### src/rtl/pm_pkg.sv
package pm_pkg;
    localparam int BUS_AW = 16;
    localparam int DW     = 32;
    localparam int NFLAG  = 3;
    localparam int NCTRL  = 3;
    localparam logic [BUS_AW-1:0] OFS_STAT = 16'h8500;

    typedef enum logic [0:0] {
        RH_IDLE = 1'b0,
        RH_HIT  = 1'b1
    } rh_state_e;

    function automatic logic [BUS_AW-1:0] ctrl_ofs(input int idx);
        return OFS_STAT + BUS_AW'((idx + 1) * 4);
    endfunction
endpackage

### src/rtl/pm_status_flags.sv
module pm_status_flags #(
    parameter int NFLAG = 3
) (
    input  logic             clk,
    input  logic             rst_n,
    input  logic [NFLAG-1:0] set_i,
    input  logic [NFLAG-1:0] clr_i,
    output logic [NFLAG-1:0] flags_o
);
    for (genvar b = 0; b < NFLAG; b++) begin : g_flag
        always_ff @(posedge clk or negedge rst_n) begin
            if (!rst_n)
                flags_o[b] <= 1'b0;
            else if (set_i[b])
                flags_o[b] <= 1'b1;
            else if (clr_i[b])
                flags_o[b] <= 1'b0;
        end

        AST_FLAG_STICKY: assert property (@(posedge clk) disable iff (!rst_n)
            (flags_o[b] && !clr_i[b]) |=> flags_o[b]);
        AST_FLAG_CLEARS: assert property (@(posedge clk) disable iff (!rst_n)
            (clr_i[b] && !set_i[b]) |=> !flags_o[b]);
        AST_SET_WINS: assert property (@(posedge clk) disable iff (!rst_n)
            set_i[b] |=> flags_o[b]);
    end
endmodule

### src/rtl/pm_ctrl_regs.sv
module pm_ctrl_regs #(
    parameter int DW    = 32,
    parameter int NREG  = 3
) (
    input  logic                     clk,
    input  logic                     rst_n,
    input  logic [NREG-1:0]          we_i,
    input  logic [DW-1:0]            wdata_i,
    output logic [NREG-1:0][DW-1:0]  data_o
);
    for (genvar i = 0; i < NREG; i++) begin : g_reg
        always_ff @(posedge clk or negedge rst_n) begin
            if (!rst_n)
                data_o[i] <= '0;
            else if (we_i[i])
                data_o[i] <= wdata_i;
        end

        AST_CTRL_HOLD: assert property (@(posedge clk) disable iff (!rst_n)
            !we_i[i] |=> $stable(data_o[i]));
    end

    AST_CTRL_ONE_WRITE: assert property (@(posedge clk) disable iff (!rst_n)
        $onehot0(we_i));
endmodule

### src/rtl/pm_range_match.sv
module pm_range_match #(
    parameter int AW = 32
) (
    input  logic          clk,
    input  logic          rst_n,
    input  logic          base_we_i,
    input  logic          mask_we_i,
    input  logic [AW-1:0] wdata_i,
    input  logic          strobe_i,
    input  logic [AW-1:0] addr_i,
    output logic [AW-1:0] base_o,
    output logic [AW-1:0] mask_o,
    output logic          hit_o
);
    import pm_pkg::*;

    rh_state_e state_q, state_d;
    logic      match;

    always_ff @(posedge clk or negedge rst_n) begin
        if (!rst_n) begin
            base_o <= '0;
            mask_o <= '0;
        end else begin
            if (base_we_i) base_o <= wdata_i;
            if (mask_we_i) mask_o <= wdata_i;
        end
    end

    assign match = strobe_i && (((addr_i ^ base_o) & mask_o) == '0);

    always_comb begin
        state_d = state_q;
        unique case (state_q)
            RH_IDLE: state_d = match ? RH_HIT : RH_IDLE;
            RH_HIT:  state_d = match ? RH_HIT : RH_IDLE;
            default: state_d = RH_IDLE;
        endcase
    end

    always_ff @(posedge clk or negedge rst_n) begin
        if (!rst_n) state_q <= RH_IDLE;
        else        state_q <= state_d;
    end

    always_comb begin
        hit_o = 1'b0;
        unique case (state_q)
            RH_IDLE: hit_o = 1'b0;
            RH_HIT:  hit_o = 1'b1;
            default: hit_o = 1'b0;
        endcase
    end

    AST_HIT_NEEDS_STROBE: assert property (@(posedge clk) disable iff (!rst_n)
        hit_o |-> $past(strobe_i));
    AST_NO_STROBE_NO_HIT: assert property (@(posedge clk) disable iff (!rst_n)
        !strobe_i |=> !hit_o);
    AST_BASE_HOLD: assert property (@(posedge clk) disable iff (!rst_n)
        !base_we_i |=> $stable(base_o));
    AST_MASK_HOLD: assert property (@(posedge clk) disable iff (!rst_n)
        !mask_we_i |=> $stable(mask_o));
endmodule

### src/rtl/pm_status_bank.sv
module pm_status_bank
    import pm_pkg::*;
#(
    parameter int MEM_AW = 32
) (
    input  logic              clk,
    input  logic              rst_n,
    input  logic              bus_rng_sel,
    input  logic [BUS_AW-1:0] bus_addr,
    input  logic              bus_we,
    input  logic [DW-1:0]     bus_wdata,
    output logic [DW-1:0]     bus_rdata,
    input  logic              evt_vga_mem,
    input  logic              evt_vga_io,
    input  logic              smi_pin_n,
    input  logic              mem_strobe,
    input  logic [MEM_AW-1:0] mem_addr,
    output logic              range_hit
);
    logic                      win_we;
    logic                      stat_sel;
    logic [NFLAG-1:0]          flag_set;
    logic [NFLAG-1:0]          flag_clr;
    logic [NFLAG-1:0]          flags;
    logic [NCTRL-1:0]          ctrl_sel;
    logic [NCTRL-1:0][DW-1:0]  ctrl_q;
    logic [MEM_AW-1:0]         base_q;
    logic [MEM_AW-1:0]         mask_q;

    assign win_we   = bus_we && !bus_rng_sel;
    assign stat_sel = (bus_addr == OFS_STAT);
    assign flag_set = {evt_vga_mem, evt_vga_io, !smi_pin_n};
    assign flag_clr = (win_we && stat_sel) ? bus_wdata[NFLAG-1:0] : '0;

    for (genvar i = 0; i < NCTRL; i++) begin : g_sel
        assign ctrl_sel[i] = (bus_addr == ctrl_ofs(i));
    end

    pm_status_flags #(.NFLAG(NFLAG)) u_flags (
        .clk     (clk),
        .rst_n   (rst_n),
        .set_i   (flag_set),
        .clr_i   (flag_clr),
        .flags_o (flags)
    );

    pm_ctrl_regs #(.DW(DW), .NREG(NCTRL)) u_ctrl (
        .clk     (clk),
        .rst_n   (rst_n),
        .we_i    (ctrl_sel & {NCTRL{win_we}}),
        .wdata_i (bus_wdata),
        .data_o  (ctrl_q)
    );

    pm_range_match #(.AW(MEM_AW)) u_range (
        .clk       (clk),
        .rst_n     (rst_n),
        .base_we_i (bus_we && bus_rng_sel && !bus_addr[2]),
        .mask_we_i (bus_we && bus_rng_sel &&  bus_addr[2]),
        .wdata_i   (bus_wdata),
        .strobe_i  (mem_strobe),
        .addr_i    (mem_addr),
        .base_o    (base_q),
        .mask_o    (mask_q),
        .hit_o     (range_hit)
    );

    always_comb begin
        bus_rdata = '0;
        if (bus_rng_sel) begin
            bus_rdata = bus_addr[2] ? mask_q : base_q;
        end else if (stat_sel) begin
            bus_rdata[NFLAG-1:0] = flags;
        end else begin
            for (int i = 0; i < NCTRL; i++)
                if (ctrl_sel[i]) bus_rdata = ctrl_q[i];
        end
    end

    AST_RSVD_ZERO: assert property (@(posedge clk) disable iff (!rst_n)
        (!bus_rng_sel && stat_sel) |-> (bus_rdata[DW-1:NFLAG] == '0));
    AST_PIN_SETS: assert property (@(posedge clk) disable iff (!rst_n)
        !smi_pin_n |=> (!bus_rng_sel && stat_sel) -> bus_rdata[0]);
endmodule

### config.mk
export PLATFORM = sky130hd
export DESIGN_NAME = pm_status_bank
export DESIGN_NICKNAME = d
export VERILOG_FILES = /design/src/rtl/pm_pkg.sv /design/src/rtl/pm_status_flags.sv /design/src/rtl/pm_ctrl_regs.sv /design/src/rtl/pm_range_match.sv /design/src/rtl/pm_status_bank.sv
export SDC_FILE = /design/constraint.sdc
export NUM_CORES = 1
export LEC_CHECK = 0
export ABC_AREA = 1
export ABC_CLOCK_PERIOD_IN_PS = 2350
export CAP_MARGIN = 20
export CORE_ASPECT_RATIO = 1.1
export CORE_UTILIZATION = 40
export CTS_CLUSTER_DIAMETER = 100
export DETAILED_ROUTE_END_ITERATION = 7
export DONT_BUFFER_PORTS = 1
export PLACE_DENSITY_LB_ADDON = 0.2
export SLEW_MARGIN = 10
export SYNTH_ARGS = -nofsm -noshare
export SYNTH_HDL_FRONTEND = slang
export SYNTH_HIERARCHICAL = 1
export SYNTH_SLANG_ARGS = --single-unit
### constraint.sdc
create_clock -name clk -period 2.35 [get_ports clk]
set_clock_uncertainty 0.05 [all_clocks]
set_input_delay 0.5875 -clock clk [delete_from_list [all_inputs] [get_ports clk]]
set_output_delay 0.5875 -clock clk [all_outputs]
set_load 0.01 [all_outputs]
==> impl_metrics.tcl <==
set metrics [dict create \
    synth_warnings 6 \
    hold_viol 164 \
    seq_area_frac_synth_pct 46.7 \
    drv_cap 0 \
    yosysUniqueCellTypes 31 \
    start_util_pct 41.0 \
    clock_path_buffers 2 \
    r2r-start "u_range/base_o[1]" \
    outcome "finished with violations" \
    rsz0062_at_grt "yes" \
    synth.avg_cell_area_sq_um 7.66 \
    ff2ff_setup_slack_ns 0.92 \
    firstDrtPassIters 7 \
    port_buffers 0 \
    syn_inst 1148 \
    max_slew_margin_pct 63.6 \
    dpl.hpwl_mm 15.9 \
    clock-sinks 164 \
    antenna_found_initial 0 \
    fin_hold_ws_ns -0.197 \
    worst_slack_ns -0.0535 \
    leakagePower_nw 5.16 \
    slew_violations 0 \
    path_clk_slew_ns 0.07 \
    violations "negative hold slack, negative setup slack" \
    drtIter0Drc 643 \
    num_vias 7373 \
    first_global_vias 6796 \
    antenna_cells 0 \
    hp-class "in -> async" \
    irDropWorstVdd_mv 0.525 \
    timing.rr.end "u_range/state_q" \
    ys_ff_latch 164 \
    insertion_delay_ns 0.43 \
    yosys.area.top_type "dfrtp_1" \
    grt_max_degree 165 \
    drc 0 \
    end_kind "output port" \
    worst-setup-path-type "in -> out" \
    cp.required_ns 1.71 \
    final.setup.tns_ns -0.540 \
    startpoint_type "input pin" \
    synth_top_area_share_pct 46.7 \
    cts_root_buf "clkbuf_16" \
    overflow 0 \
    power_mw 7.01 \
    area_delta_synth_final_pct 16.2 \
    die_area_sq_um 22600 \
    setup-violations-final 19 \
    drt-total-wl_mm 26.6 \
    period_needed_ns 2.40 \
    cellPowerDensity_nw_per_um2 687 \
    drive_gt1_share_pct 19.2 \
    nets 1240 \
    numCtsBuffers 17 \
    routedWlPerCell_microns 18.3 \
    max_freq_mhz 416 \
    fin_util_pct 47.6 \
    mappedNetlistArea_sq_um 8790 \
    synth.net_count 1236 \
    grt_pass1_wl_mm 39.1 \
    core_area_sq_um 21400 \
    io_pins 121 \
    viasPerCell 5.07 \
    yosys-top-cells-area "dfrtp_1, nand2_1, nand3_1" \
    cts_tree "done" \
    ff2ff_path_depth 7 \
    grtUsageTotal_pct 23.2 \
    antenna_left 0 \
    dp.cells 1406 \
    chipWidth_microns 143 \
    layout_common_cells "nand2_1, dfrtp_1, nor2_1" \
    final_common_cell "nand2_1" \
    stdcell_count 1455 \
    n_fill_cell 2147 \
    htreeDepth 4 \
    std_cell_rows 56 \
    fin_crit_sh_pct 102 \
    place_congestion 0.807 \
    cp.arrival_ns 1.77 \
    worst_pin_slew_ns 0.540 \
    crit_fanout 7 \
    die_h_microns 157 \
]
how the worst max path moves through the flow:
| stage | startpoint | end | slack [ns] | depth (start not counted) |
|---|---|---|---|---|
| 4_1_cts | bus_addr[7] | bus_rdata[9] | -0.001 | 10 |
| 6_report | bus_addr[4] | bus_rdata[9] | -0.05 | 10 |
| 5_1_grt | bus_addr[7] | bus_rdata[28] | -0.13 | 10 |
| 3_5_place_dp | bus_addr[10] | u_ctrl/data_o[90] | -0.10 | 9 |
| 3_3_place_gp | bus_addr[12] | u_ctrl/data_o[94] | -0.07 | 8 |
| 2_1_floorplan | bus_addr[7] | bus_rdata[15] | 0.17 | 10 |
per-layer routing:
layer	global-route usage [%]	routed length (microns)	vias to the layer above
met5	0	0	-
met4	6.94	492	0
met3	5.17	1680	28
met2	36.7	12400	185
met1	31.6	12000	3572
li1	-	-	3588
through the flow:
stage | setup WS [ns] | instance area [sq um]
finish | -0.0535 | 10200
detailed placement | -0.100 | 9010
global route | -0.130 | 10200
global placement | -0.0732 | 9010
floorplan | 0.174 | 8790
CTS | -0.00117 | 9680
worst max-delay path, cell delays in order:
cell,delay [ns]
nor2_4,0.10
nand2_4,0.07
buf_6,0.12
nor3_4,0.20
buf_6,0.17
buf_12,0.14
nand3_1,0.07
nand3_1,0.08
nand2_2,0.08
nand2_2,0.12
layout make-up:
cell class,instances,area (sq um),area share (%)
clock inverters,12,204,2.00
multi-input cells,850,4150,40.6
repair buffers,45,658,6.44
clock buffers,20,447,4.37
well taps,290,363,3.55
inverters,74,293,2.87
flip-flops and latches,164,4100,40.2
report_power, final:
group          internal, mW  switching (mW)  total [mW]  leakage, nW
logic                 0.309           0.424       0.733         2.71
clock network          1.92            1.19        3.11        0.306
registers              3.02           0.150        3.17         2.15
total                  5.25            1.76        7.01         5.16
timing repair:
| item | in CTS | in global routing |
|---|---|---|
| endpoints found under the setup margin | 13 | 32 |
| resized for setup | 7 | 67 |
| endpoints found under the hold margin | 164 | 164 |
| pin swaps | 0 | 12 |
| cloned | 0 | 10 |
| setup buffers | 0 | 7 |
logic make-up (layout without fill, tap and decap cells):
family,Yosys count,count (layout),synth area share (%)
AO/OA/AOI/OAI,73,73,4.24
multiplexers,38,38,4.91
XOR/XNOR,4,4,0.399
buffers and inverters,134,151,9.07
flip-flops,164,164,46.7
AND/OR/NAND/NOR,735,735,34.7
cells in the mapped netlist:
cell type and number:
a21oi_1 6, buf_1 1, buf_12 2, buf_2 14, buf_4 7, buf_6 24, buf_8 2, clkbuf_1 10
dfrtp_1 164, inv_1 65, inv_2 6, inv_4 1, inv_6 1, inv_8 1, mux2_2 37, mux2_4 1
nand2_1 479, nand2_2 19, nand2_4 1, nand3_1 99, nand3_2 11, nand4_1 1, nor2_1 114, nor2_2 1
nor2_4 2, nor3_1 6, nor3_4 1, o211ai_1 3, o21ai_0 64, or2_1 1, xnor2_1 4
sequential cells by signal, summed over array words and instances, names as in the netlist:
register         count
u_ctrl/data_o       96
u_flags/flags_o      3
u_range/base_o      32
u_range/mask_o      32
u_range/state_q      1
Power figures use the tool's default switching activity.
